$ cat src/rtl/mdu_pkg.sv
package mdu_pkg;

    localparam int BYTE_W = 8;
    localparam int WORD_W = 16;
    localparam int ACC_W  = 2 * WORD_W;
    localparam int CNT_W  = 5;

    typedef struct packed {
        logic word;
        logic div;
        logic sgn;
    } op_t;

    typedef struct packed {
        logic              busy;
        logic [CNT_W-1:0]  cnt;
        logic [CNT_W-1:0]  step;
        op_t               op;
        logic              neg_q;
        logic              neg_r;
        logic              dz_p;
        logic [ACC_W-1:0]  acc;
        logic [WORD_W-1:0] sh;
        logic [WORD_W-1:0] mcand;
        logic [ACC_W-1:0]  res;
        logic              zf;
        logic              nf;
        logic              dz;
    } state_t;

endpackage

$ cat src/rtl/mdu_prep.sv
module mdu_prep
    import mdu_pkg::*;
(
    input  op_t               op_i,
    input  logic [ACC_W-1:0]  opa_i,
    input  logic [WORD_W-1:0] opb_i,
    output logic [ACC_W-1:0]  acc_o,
    output logic [WORD_W-1:0] sh_o,
    output logic [WORD_W-1:0] mcand_o,
    output logic              neg_q_o,
    output logic              neg_r_o,
    output logic              dz_o
);
    logic [BYTE_W-1:0] a8, b8, ma8, mb8;
    logic [WORD_W-1:0] a16, b16, ma16, mb16;
    logic [ACC_W-1:0]  a32, ma32;
    logic              sa, sb;

    always_comb begin
        a8   = opa_i[BYTE_W-1:0];
        b8   = opb_i[BYTE_W-1:0];
        a16  = opa_i[WORD_W-1:0];
        b16  = opb_i;
        a32  = opa_i;
        sa   = 1'b0;
        sb   = 1'b0;
        ma8  = '0;
        mb8  = '0;
        ma16 = '0;
        mb16 = '0;
        ma32 = '0;
        acc_o   = '0;
        sh_o    = '0;
        mcand_o = '0;
        neg_r_o = 1'b0;
        dz_o    = 1'b0;
        case ({op_i.word, op_i.div})
            2'b00: begin
                sa  = op_i.sgn & a8[BYTE_W-1];
                sb  = op_i.sgn & b8[BYTE_W-1];
                ma8 = sa ? (~a8 + 1'b1) : a8;
                mb8 = sb ? (~b8 + 1'b1) : b8;
                mcand_o = {{(WORD_W-BYTE_W){1'b0}}, ma8};
                sh_o    = {mb8, {(WORD_W-BYTE_W){1'b0}}};
            end
            2'b01: begin
                sa   = op_i.sgn & a16[WORD_W-1];
                sb   = op_i.sgn & b8[BYTE_W-1];
                ma16 = sa ? (~a16 + 1'b1) : a16;
                mb8  = sb ? (~b8 + 1'b1) : b8;
                mcand_o = {{(WORD_W-BYTE_W){1'b0}}, mb8};
                acc_o   = {{(ACC_W-BYTE_W){1'b0}}, ma16[WORD_W-1:BYTE_W]};
                sh_o    = {ma16[BYTE_W-1:0], {(WORD_W-BYTE_W){1'b0}}};
                neg_r_o = sa;
                dz_o    = (b8 == '0);
            end
            2'b10: begin
                sa   = op_i.sgn & a16[WORD_W-1];
                sb   = op_i.sgn & b16[WORD_W-1];
                ma16 = sa ? (~a16 + 1'b1) : a16;
                mb16 = sb ? (~b16 + 1'b1) : b16;
                mcand_o = ma16;
                sh_o    = mb16;
            end
            default: begin
                sa   = op_i.sgn & a32[ACC_W-1];
                sb   = op_i.sgn & b16[WORD_W-1];
                ma32 = sa ? (~a32 + 1'b1) : a32;
                mb16 = sb ? (~b16 + 1'b1) : b16;
                mcand_o = mb16;
                acc_o   = {{(ACC_W-WORD_W){1'b0}}, ma32[ACC_W-1:WORD_W]};
                sh_o    = ma32[WORD_W-1:0];
                neg_r_o = sa;
                dz_o    = (b16 == '0);
            end
        endcase
        neg_q_o = sa ^ sb;
    end
endmodule

$ cat src/rtl/mdu_step.sv
module mdu_step
    import mdu_pkg::*;
(
    input  logic              div_i,
    input  logic [ACC_W-1:0]  acc_i,
    input  logic [WORD_W-1:0] sh_i,
    input  logic [WORD_W-1:0] mcand_i,
    output logic [ACC_W-1:0]  acc_o,
    output logic [WORD_W-1:0] sh_o
);
    logic [WORD_W:0] trial;
    logic            fits;

    always_comb begin
        trial = {acc_i[WORD_W-1:0], sh_i[WORD_W-1]};
        fits  = trial >= {1'b0, mcand_i};
        if (div_i) begin
            acc_o = {{(ACC_W-WORD_W-1){1'b0}},
                     fits ? (trial - {1'b0, mcand_i}) : trial};
            sh_o  = {sh_i[WORD_W-2:0], fits};
        end else begin
            acc_o = (acc_i << 1)
                  + (sh_i[WORD_W-1] ? {{(ACC_W-WORD_W){1'b0}}, mcand_i} : '0);
            sh_o  = {sh_i[WORD_W-2:0], 1'b0};
        end
    end
endmodule

$ cat src/rtl/mdu_fixup.sv
module mdu_fixup
    import mdu_pkg::*;
(
    input  op_t               op_i,
    input  logic [ACC_W-1:0]  acc_i,
    input  logic [WORD_W-1:0] sh_i,
    input  logic              neg_q_i,
    input  logic              neg_r_i,
    output logic [ACC_W-1:0]  res_o,
    output logic              zf_o,
    output logic              nf_o
);
    logic [WORD_W-1:0] p16, q16, r16;
    logic [ACC_W-1:0]  p32;
    logic [BYTE_W-1:0] q8, r8;

    always_comb begin
        p16 = acc_i[WORD_W-1:0];
        p32 = acc_i;
        q8  = sh_i[BYTE_W-1:0];
        r8  = acc_i[BYTE_W-1:0];
        q16 = sh_i;
        r16 = acc_i[WORD_W-1:0];
        if (neg_q_i) begin
            p16 = ~p16 + 1'b1;
            p32 = ~p32 + 1'b1;
            q8  = ~q8 + 1'b1;
            q16 = ~q16 + 1'b1;
        end
        if (neg_r_i) begin
            r8  = ~r8 + 1'b1;
            r16 = ~r16 + 1'b1;
        end
        case ({op_i.word, op_i.div})
            2'b00: begin
                res_o = {{(ACC_W-WORD_W){1'b0}}, p16};
                zf_o  = (p16 == '0);
                nf_o  = p16[WORD_W-1];
            end
            2'b01: begin
                res_o = {{(ACC_W-WORD_W){1'b0}}, r8, q8};
                zf_o  = (q8 == '0);
                nf_o  = q8[BYTE_W-1];
            end
            2'b10: begin
                res_o = p32;
                zf_o  = (p32 == '0);
                nf_o  = p32[ACC_W-1];
            end
            default: begin
                res_o = {r16, q16};
                zf_o  = (q16 == '0);
                nf_o  = q16[WORD_W-1];
            end
        endcase
    end
endmodule

$ cat src/rtl/mdu_top.sv
module mdu_top
    import mdu_pkg::*;
#(
    parameter int LAT_BYTE = 14,
    parameter int LAT_WORD = 22
) (
    input  logic              clk_i,
    input  logic              rst_ni,
    input  logic              start_i,
    input  logic [2:0]        op_i,
    input  logic [ACC_W-1:0]  opa_i,
    input  logic [WORD_W-1:0] opb_i,
    output logic              busy_o,
    output logic              done_o,
    output logic [ACC_W-1:0]  result_o,
    output logic              zero_o,
    output logic              neg_o,
    output logic              divzero_o
);
    localparam logic [CNT_W-1:0] LAT_B_M1 = CNT_W'(LAT_BYTE - 1);
    localparam logic [CNT_W-1:0] LAT_W_M1 = CNT_W'(LAT_WORD - 1);
    localparam logic [CNT_W-1:0] STEPS_B  = CNT_W'(BYTE_W);
    localparam logic [CNT_W-1:0] STEPS_W  = CNT_W'(WORD_W);

    state_t            q, d;
    op_t               op_in;
    logic [CNT_W-1:0]  steps_now;

    logic [ACC_W-1:0]  prep_acc, step_acc, fix_res;
    logic [WORD_W-1:0] prep_sh, prep_mcand, step_sh;
    logic              prep_nq, prep_nr, prep_dz, fix_zf, fix_nf;

    assign op_in     = op_t'(op_i);
    assign steps_now = q.op.word ? STEPS_W : STEPS_B;

    mdu_prep u_prep (
        .op_i    (op_in),
        .opa_i   (opa_i),
        .opb_i   (opb_i),
        .acc_o   (prep_acc),
        .sh_o    (prep_sh),
        .mcand_o (prep_mcand),
        .neg_q_o (prep_nq),
        .neg_r_o (prep_nr),
        .dz_o    (prep_dz)
    );

    mdu_step u_step (
        .div_i   (q.op.div),
        .acc_i   (q.acc),
        .sh_i    (q.sh),
        .mcand_i (q.mcand),
        .acc_o   (step_acc),
        .sh_o    (step_sh)
    );

    mdu_fixup u_fix (
        .op_i    (q.op),
        .acc_i   (q.acc),
        .sh_i    (q.sh),
        .neg_q_i (q.neg_q),
        .neg_r_i (q.neg_r),
        .res_o   (fix_res),
        .zf_o    (fix_zf),
        .nf_o    (fix_nf)
    );

    always_comb begin
        d = q;
        if (!q.busy) begin
            if (start_i) begin
                d.busy  = 1'b1;
                d.cnt   = op_in.word ? LAT_W_M1 : LAT_B_M1;
                d.step  = '0;
                d.op    = op_in;
                d.acc   = prep_acc;
                d.sh    = prep_sh;
                d.mcand = prep_mcand;
                d.neg_q = prep_nq;
                d.neg_r = prep_nr;
                d.dz_p  = prep_dz;
            end
        end else begin
            if (q.cnt == '0) begin
                d.busy = 1'b0;
            end else begin
                d.cnt = q.cnt - 1'b1;
            end
            if (q.step < steps_now) begin
                d.acc  = step_acc;
                d.sh   = step_sh;
                d.step = q.step + 1'b1;
            end else if (q.step == steps_now) begin
                d.res  = fix_res;
                d.zf   = fix_zf;
                d.nf   = fix_nf;
                d.dz   = q.dz_p;
                d.step = q.step + 1'b1;
            end
        end
    end

    always_ff @(posedge clk_i or negedge rst_ni) begin
        if (!rst_ni) begin
            q <= '0;
        end else begin
            q <= d;
        end
    end

    assign busy_o    = q.busy;
    assign done_o    = q.busy && (q.cnt == '0);
    assign result_o  = q.res;
    assign zero_o    = q.zf;
    assign neg_o     = q.nf;
    assign divzero_o = q.dz;
endmodule

$ cat config.mk
export PLATFORM = sky130hd
export DESIGN_NAME = mdu_top
export DESIGN_NICKNAME = d
export VERILOG_FILES = /design/src/rtl/mdu_pkg.sv /design/src/rtl/mdu_prep.sv /design/src/rtl/mdu_step.sv /design/src/rtl/mdu_fixup.sv /design/src/rtl/mdu_top.sv
export SDC_FILE = /design/constraint.sdc
export NUM_CORES = 1
export LEC_CHECK = 0
export ABC_CLOCK_PERIOD_IN_PS = 3300
export BUFFER_PORTS_ARGS = -buffer_cell sky130_fd_sc_hd__buf_2
export CAP_MARGIN = 10
export CORE_MARGIN = 5
export CORE_UTILIZATION = 24
export CTS_CLUSTER_SIZE = 28
export DETAILED_ROUTE_END_ITERATION = 12
export PLACE_DENSITY = 0.43
export SETUP_SLACK_MARGIN = 0.05
export SLEW_MARGIN = 20
export SYNTH_ARGS = -nofsm -noshare
export SYNTH_HDL_FRONTEND = slang
export SYNTH_HIERARCHICAL = 1
export SYNTH_SLANG_ARGS = --single-unit
$ cat constraint.sdc
create_clock -name clk_i -period 3.3 [get_ports clk_i]
set_clock_uncertainty 0.1 [all_clocks]
set_input_delay 0.165 -clock clk_i [delete_from_list [all_inputs] [get_ports clk_i]]
set_output_delay 0.165 -clock clk_i [all_outputs]
set_load 0.01 [all_outputs]
After elaboration in Yosys (flattened, before gate mapping)
Cells that the tools add are included.
{ "totals": {"output_inout_bits": 37, "inputBits": 54, "regBits": 116, "word_cells": 112} }
{ "classes": {"n_reduce_logical": 19, "n_mux": 35, "n_eq_ne": 8, "n_addsub": 14, "n_lt_le_gt_ge": 2, "bitwise_logic": 18} }
{ "ops": {"columns": ["operator", "n"], "rows": [
  ["16-bit 2-to-1 mux", 6],
  ["32-bit 2-to-1 mux", 3],
  ["48-bit 2-to-1 mux", 2],
  ["16-bit one-hot mux with 3 select lines", 2],
  ["32-bit one-hot mux with 3 select lines", 1],
  ["81-bit 2-to-1 mux", 1],
  ["16-bit by 1-bit adder with 16-bit output, second input constant", 4],
  ["32-bit by 1-bit adder with 32-bit output, second input constant", 2],
  ["16-bit NOT", 4],
  ["32-bit NOT", 2],
  ["16-bit zero test", 3],
  ["32-bit adder", 1],
  ["8-bit by 1-bit adder with 8-bit output, second input constant", 4],
  ["32-bit zero test", 1],
  ["8-bit 2-to-1 mux", 4],
  ["8-bit NOT", 4],
  ["16-bit one-hot mux with 2 select lines", 1],
  ["5-bit 2-to-1 mux", 5],
  ["17-bit by 16-bit greater-or-equal comparator with 1-bit output", 1],
  ["17-bit 2-to-1 mux", 1],
  ["17-bit by 16-bit subtractor with 17-bit output", 1],
  ["8-bit zero test", 2],
  ["11-bit 2-to-1 mux", 1],
  ["2-bit AND reduction", 4],
  ["other kinds (21)", 36]
]} }

Logic depth before layout (Yosys ltp)
{ "logic_depth": {"depth_word": 6, "ltp_mapped": 15, "mapped_depth_nobuf": 14} }

Modules after synthesis
Netlist, hierarchy kept.
{ "by_module_without_submodules": {"columns": ["module", "cells_each", "instances", "area_each_um2"], "rows": [
  ["mdu_top", 487, 1, 5301.3],
  ["mdu_step", 383, 1, 2514.9],
  ["mdu_prep", 373, 1, 2494.9],
  ["mdu_fixup", 382, 1, 2307.2]
]} }

Worst setup path after synthesis
OpenSTA, ideal clock, no wires.
{ "synth_timing": {"path_type": "register -> register", "start": "register q[82] (netlist bit)", "end": "register q (netlist bit zero_o)", "n_path_buf": 2, "t_arrival_ns": 3.191, "stages_incl_launch_ff": 12, "setup_time_ns": 0.065, "slack_ns": -0.055, "period_less_slack_ns": 3.355, "t_required_ns": 3.135, "cell_sequence": "dfrtp_1 -> buf_2 -> or4_4 -> or3_4 -> or3_1 -> buf_2 -> or3b_1 -> a21o_1 -> a2111oi_2 -> a41o_1 -> and3_1 -> mux2_2"} }
{ "synth_between": {"elab_chain_cells": 5, "elab_cells_between_ends": 9, "classes_between": "add/sub (2); mux (3); bitwise (2); reduce/logical (2)"} }
{ "synth_lines": {"columns": ["item", "line_no", "source"], "rows": [
  ["start: declaration", "mdu_top.sv:25", "state_t q, d;"],
  ["start signal: assignment", "mdu_top.sv:105", "q <= '0;"],
  ["start signal: assignment", "mdu_top.sv:107", "q <= d;"],
  ["32-bit NOT / 16-bit NOT (equally long branches)", "mdu_fixup.sv:26, mdu_fixup.sv:25", null],
  ["32-bit by 1-bit adder with 32-bit output / 16-bit by 1-bit adder with 16-bit output (equally long branches)", "mdu_fixup.sv:26, mdu_fixup.sv:25", null],
  ["32-bit 2-to-1 mux / 16-bit 2-to-1 mux (equally long branches)", "mdu_fixup.sv:24", "if (neg_q_i) begin"],
  ["32-bit zero test / 16-bit zero test (equally long branches)", "mdu_fixup.sv:47, mdu_fixup.sv:37", null],
  ["1-bit one-hot mux with 3 select lines (*)", "mdu_fixup.sv:34", "case ({op_i.word, op_i.div})"],
  ["via fix_zf", "mdu_top.sv:31", "logic prep_nq, prep_nr, prep_dz, fix_zf, fix_nf;"]
]} }
The timed path passes the listed nets; every way through them passes the cells marked *.
A chain may end at the register's enable or synchronous reset.

Worst setup path in the final report
{ "layout_timing": {"start": "register q[85] (netlist bit)", "end": "register q (netlist bit zero_o)"} }
{ "layout_between": {"elab_chain_cells": 5} }
{ "layout_lines": {"columns": ["item", "line_no", "source"], "rows": [
  ["32-bit NOT", "mdu_fixup.sv:26", "p32 = ~p32 + 1'b1;"],
  ["32-bit by 1-bit adder with 32-bit output", "mdu_fixup.sv:26", null],
  ["32-bit 2-to-1 mux (*)", "mdu_fixup.sv:24", null],
  ["32-bit zero test (*)", "mdu_fixup.sv:47", "zf_o = (p32 == '0);"],
  ["1-bit one-hot mux with 3 select lines (*)", "mdu_fixup.sv:34", null],
  ["via fix_zf", "mdu_top.sv:31", null]
]} }
Marked as above.

==> out/qor.yml <==
outcome:
  outcome: "finished, final reports clean"
routing:
  detailedRoute.firstIterationViolations: 1014
  detail_route.wirelength_mm: 46.6
  vias_per_cell: 5.07
  vias: 12100
  drt-pass1-iter-count: 6
  avgRoutedWirePerCell_um: 19.5
  drt_drc: 0
  drt.antenna.violating_nets: 0
power_and_ir_drop:
  clock_power_share_pct: 13.3
  internal-power_mw: 7.47
  combPwrFrac_pct: 67.7
  p_switching_mw: 7.40
  sw_frac_of_total_pct: 49.8
  power-per-cell-area_nw_per_um2: 1010
  share_seq_of_total_power_pct: 19.0
  leakagePower_nw: 6.18
  max-vdd-ir-drop_v: 0.000378
layout:
  fraction_of_final_layout_cells_sized_beyond_drive_strength_1_pct: 20.6
  final_net_count: 1789
  antenna-diode-count: 0
  fin_area_um2: 14800
  syn_to_final_growth_pct: 17.6
place:
  port-buffer-count: 90
  routabilityCongestion: 0.902
  place_hpwl_mm: 35.9
  dp_worst_setup_slack_ps: -7.88
  post_dp_cell_area_um2: 13800
floorplanning:
  die_width_um: 239
  rows: 84
  floorplan.die_area_um2: 57100
  pin_count: 91
  floorplan.core_area_um2: 52200
  die_h_um: 239
  initial_core_util_pct: 24.1
worst_setup_path:
  timing.critical_path.fanout_max: 6
  worstSetupStartpointType: "register"
  cp.arrival_ps: 3440
  critical_path.endpoint_type: "register"
  criticalPathCategory: "register to register"
  critPathRequiredTime_ps: 3520
timing:
  unrepaired_setup_endpoints_after_global_routing: "true"
  finalWorstPathRequiredPeriod_ps: 3220
  final-max-slew-violation-count: 0
  report.final.hold_viol_count: 0
  period_share_pct: 97.5
  finalSetupTns_ps: 0
  finalSetupViolCount: 0
  post-route-worst-setup-slack_ps: 82.8
  maxSlewHeadroom_pct: 49.1
  finalHoldWorstSlack_ps: 43.7
  max_slew.worst_pin.slew_ps: 753
  clock.fmax_mhz: 311
clocking:
  post_cts_clock_slew_at_the_launch_and_capture_registers_of_the_worst_setup_and_hold_paths_ps: 60
  clock_tree.htree_level_count: 4
  cts_tree: "built"
  cts_buffers: 17
  max-clock-path-buffers: 2
  clock-sinks: 115
  root_cell_of_the_clock_tree: "sky130_fd_sc_hd__clkbuf_16"
  clock_latency_ps: 440
global_routing:
  grt.total_usage_pct: 15.9
  number_of_antenna_violations_at_the_first_check_in_global_routing: 0
  grt_max_degree: 66
  grt_pass1_wl_mm: 71.4
  number_of_global_route_vias_before_repair: 11700
  globalRoute.totalOverflow: 0
synthesis:
  post_synth_inst_count: 1621
  post_synth_instance_area_um2: 12600
  syn-mean-instance-area_um2: 7.76
  yosysWarningCount: 6
min_path:
  worst_hold_path_type: "primary input to register"
job:
  cap_viol_max_count: 0
[flip-flops by register name, indices dropped and copies added, names as in the netlist]
signal     flops
zero_o         1
neg_o          1
q             79
divzero_o      1
busy_o         1
result_o      32
[final cells by class]
cell class                 count  area (um^2)
fill                        5622        37400
clock buffer                  20          467
tap                          688          861
inverter                      99          372
clock inverter                12          154
multi-input combinational   1260         8760
timing repair buffer         194         1290
sequential                   115         2890
[power groups by stage]
stage                     logic [mW]  registers (mW)  clock network, mW
final                           10.1            2.82               1.98
after global routing            11.1            2.92               2.10
after CTS                       9.69            2.82               2.05
after detailed placement        9.59            2.84                  0
after global placement          9.57            2.83                  0
after floorplan                 6.85            2.58                  0
[worst paths after layout]
| path | startpoint | to | slack, ps | depth (start not counted) |
|---|---|---|---|---|
| max reg2reg | q[85] | zero_o | 80 | 9 |
| min in group asynchronous | rst_ni | result_o[1] | 200 | 2 |
| max in group asynchronous | rst_ni | q[72] | 2080 | 3 |
| max | q[85] | zero_o | 80 | 9 |
| min reg2reg | q[46] | q[46] | 370 | 2 |
| min | opb_i[0] | q[35] | 40 | 5 |
[layer usage]
| layer | up-vias | part of all wire (%) | GRT usage, % | wire [um] |
|---|---|---|---|---|
| met5 | - | 0 | 0 | 0 |
| met4 | 0 | 2.3 | 4.25 | 1060 |
| met3 | 58 | 4.6 | 2.10 | 2150 |
| met2 | 373 | 44 | 24.6 | 20600 |
| met1 | 5819 | 49 | 23.3 | 22800 |
| li1 | 5864 | - | - | - |
[critical path: stages, from the launching register on]
cell,delay (ps)
sky130_fd_sc_hd__dfrtp_1,370
sky130_fd_sc_hd__or4_4,540
sky130_fd_sc_hd__or3_4,360
sky130_fd_sc_hd__or4_4,610
sky130_fd_sc_hd__o31ai_4,200
sky130_fd_sc_hd__xor2_1,120
sky130_fd_sc_hd__and3_1,180
sky130_fd_sc_hd__a41o_1,220
sky130_fd_sc_hd__and3_1,140
sky130_fd_sc_hd__mux2_2,250
[what timing repair did]
action	4_1_cts	5_1_grt
gates cloned	0	1
resized for setup	4	47
hold buffers	4	0
pin swaps	2	18
endpoints found under the setup margin	4	32
endpoints found under the hold margin	47	0
setup buffers	3	5
[metrics by stage]
| step | util, % | std cells | power, mW |
|---|---|---|---|
| finish | 28.3 | 2388 | 14.9 |
| global route | 28.3 | 2388 | 16.1 |
| detailed placement | 26.4 | 2343 | 12.4 |
| floorplan | - | 1636 | 9.43 |
| CTS | 27.7 | 2382 | 14.6 |
| global placement | 26.4 | 2343 | 12.4 |
[placed cells by master, fill, tap and decap left out, types with 37 or more instances in the layout]
cell,count
sky130_fd_sc_hd__nand2_1,192
sky130_fd_sc_hd__o21ai_0,125
sky130_fd_sc_hd__nor2_1,122
sky130_fd_sc_hd__dfrtp_1,110
sky130_fd_sc_hd__buf_4,97
sky130_fd_sc_hd__inv_1,96
sky130_fd_sc_hd__buf_2,89
sky130_fd_sc_hd__xor2_1,75
sky130_fd_sc_hd__xnor2_1,65
sky130_fd_sc_hd__a21oi_1,65
sky130_fd_sc_hd__a22oi_1,41
sky130_fd_sc_hd__ha_1,39
sky130_fd_sc_hd__nor3_1,37
Power figures use the tool's default switching activity.
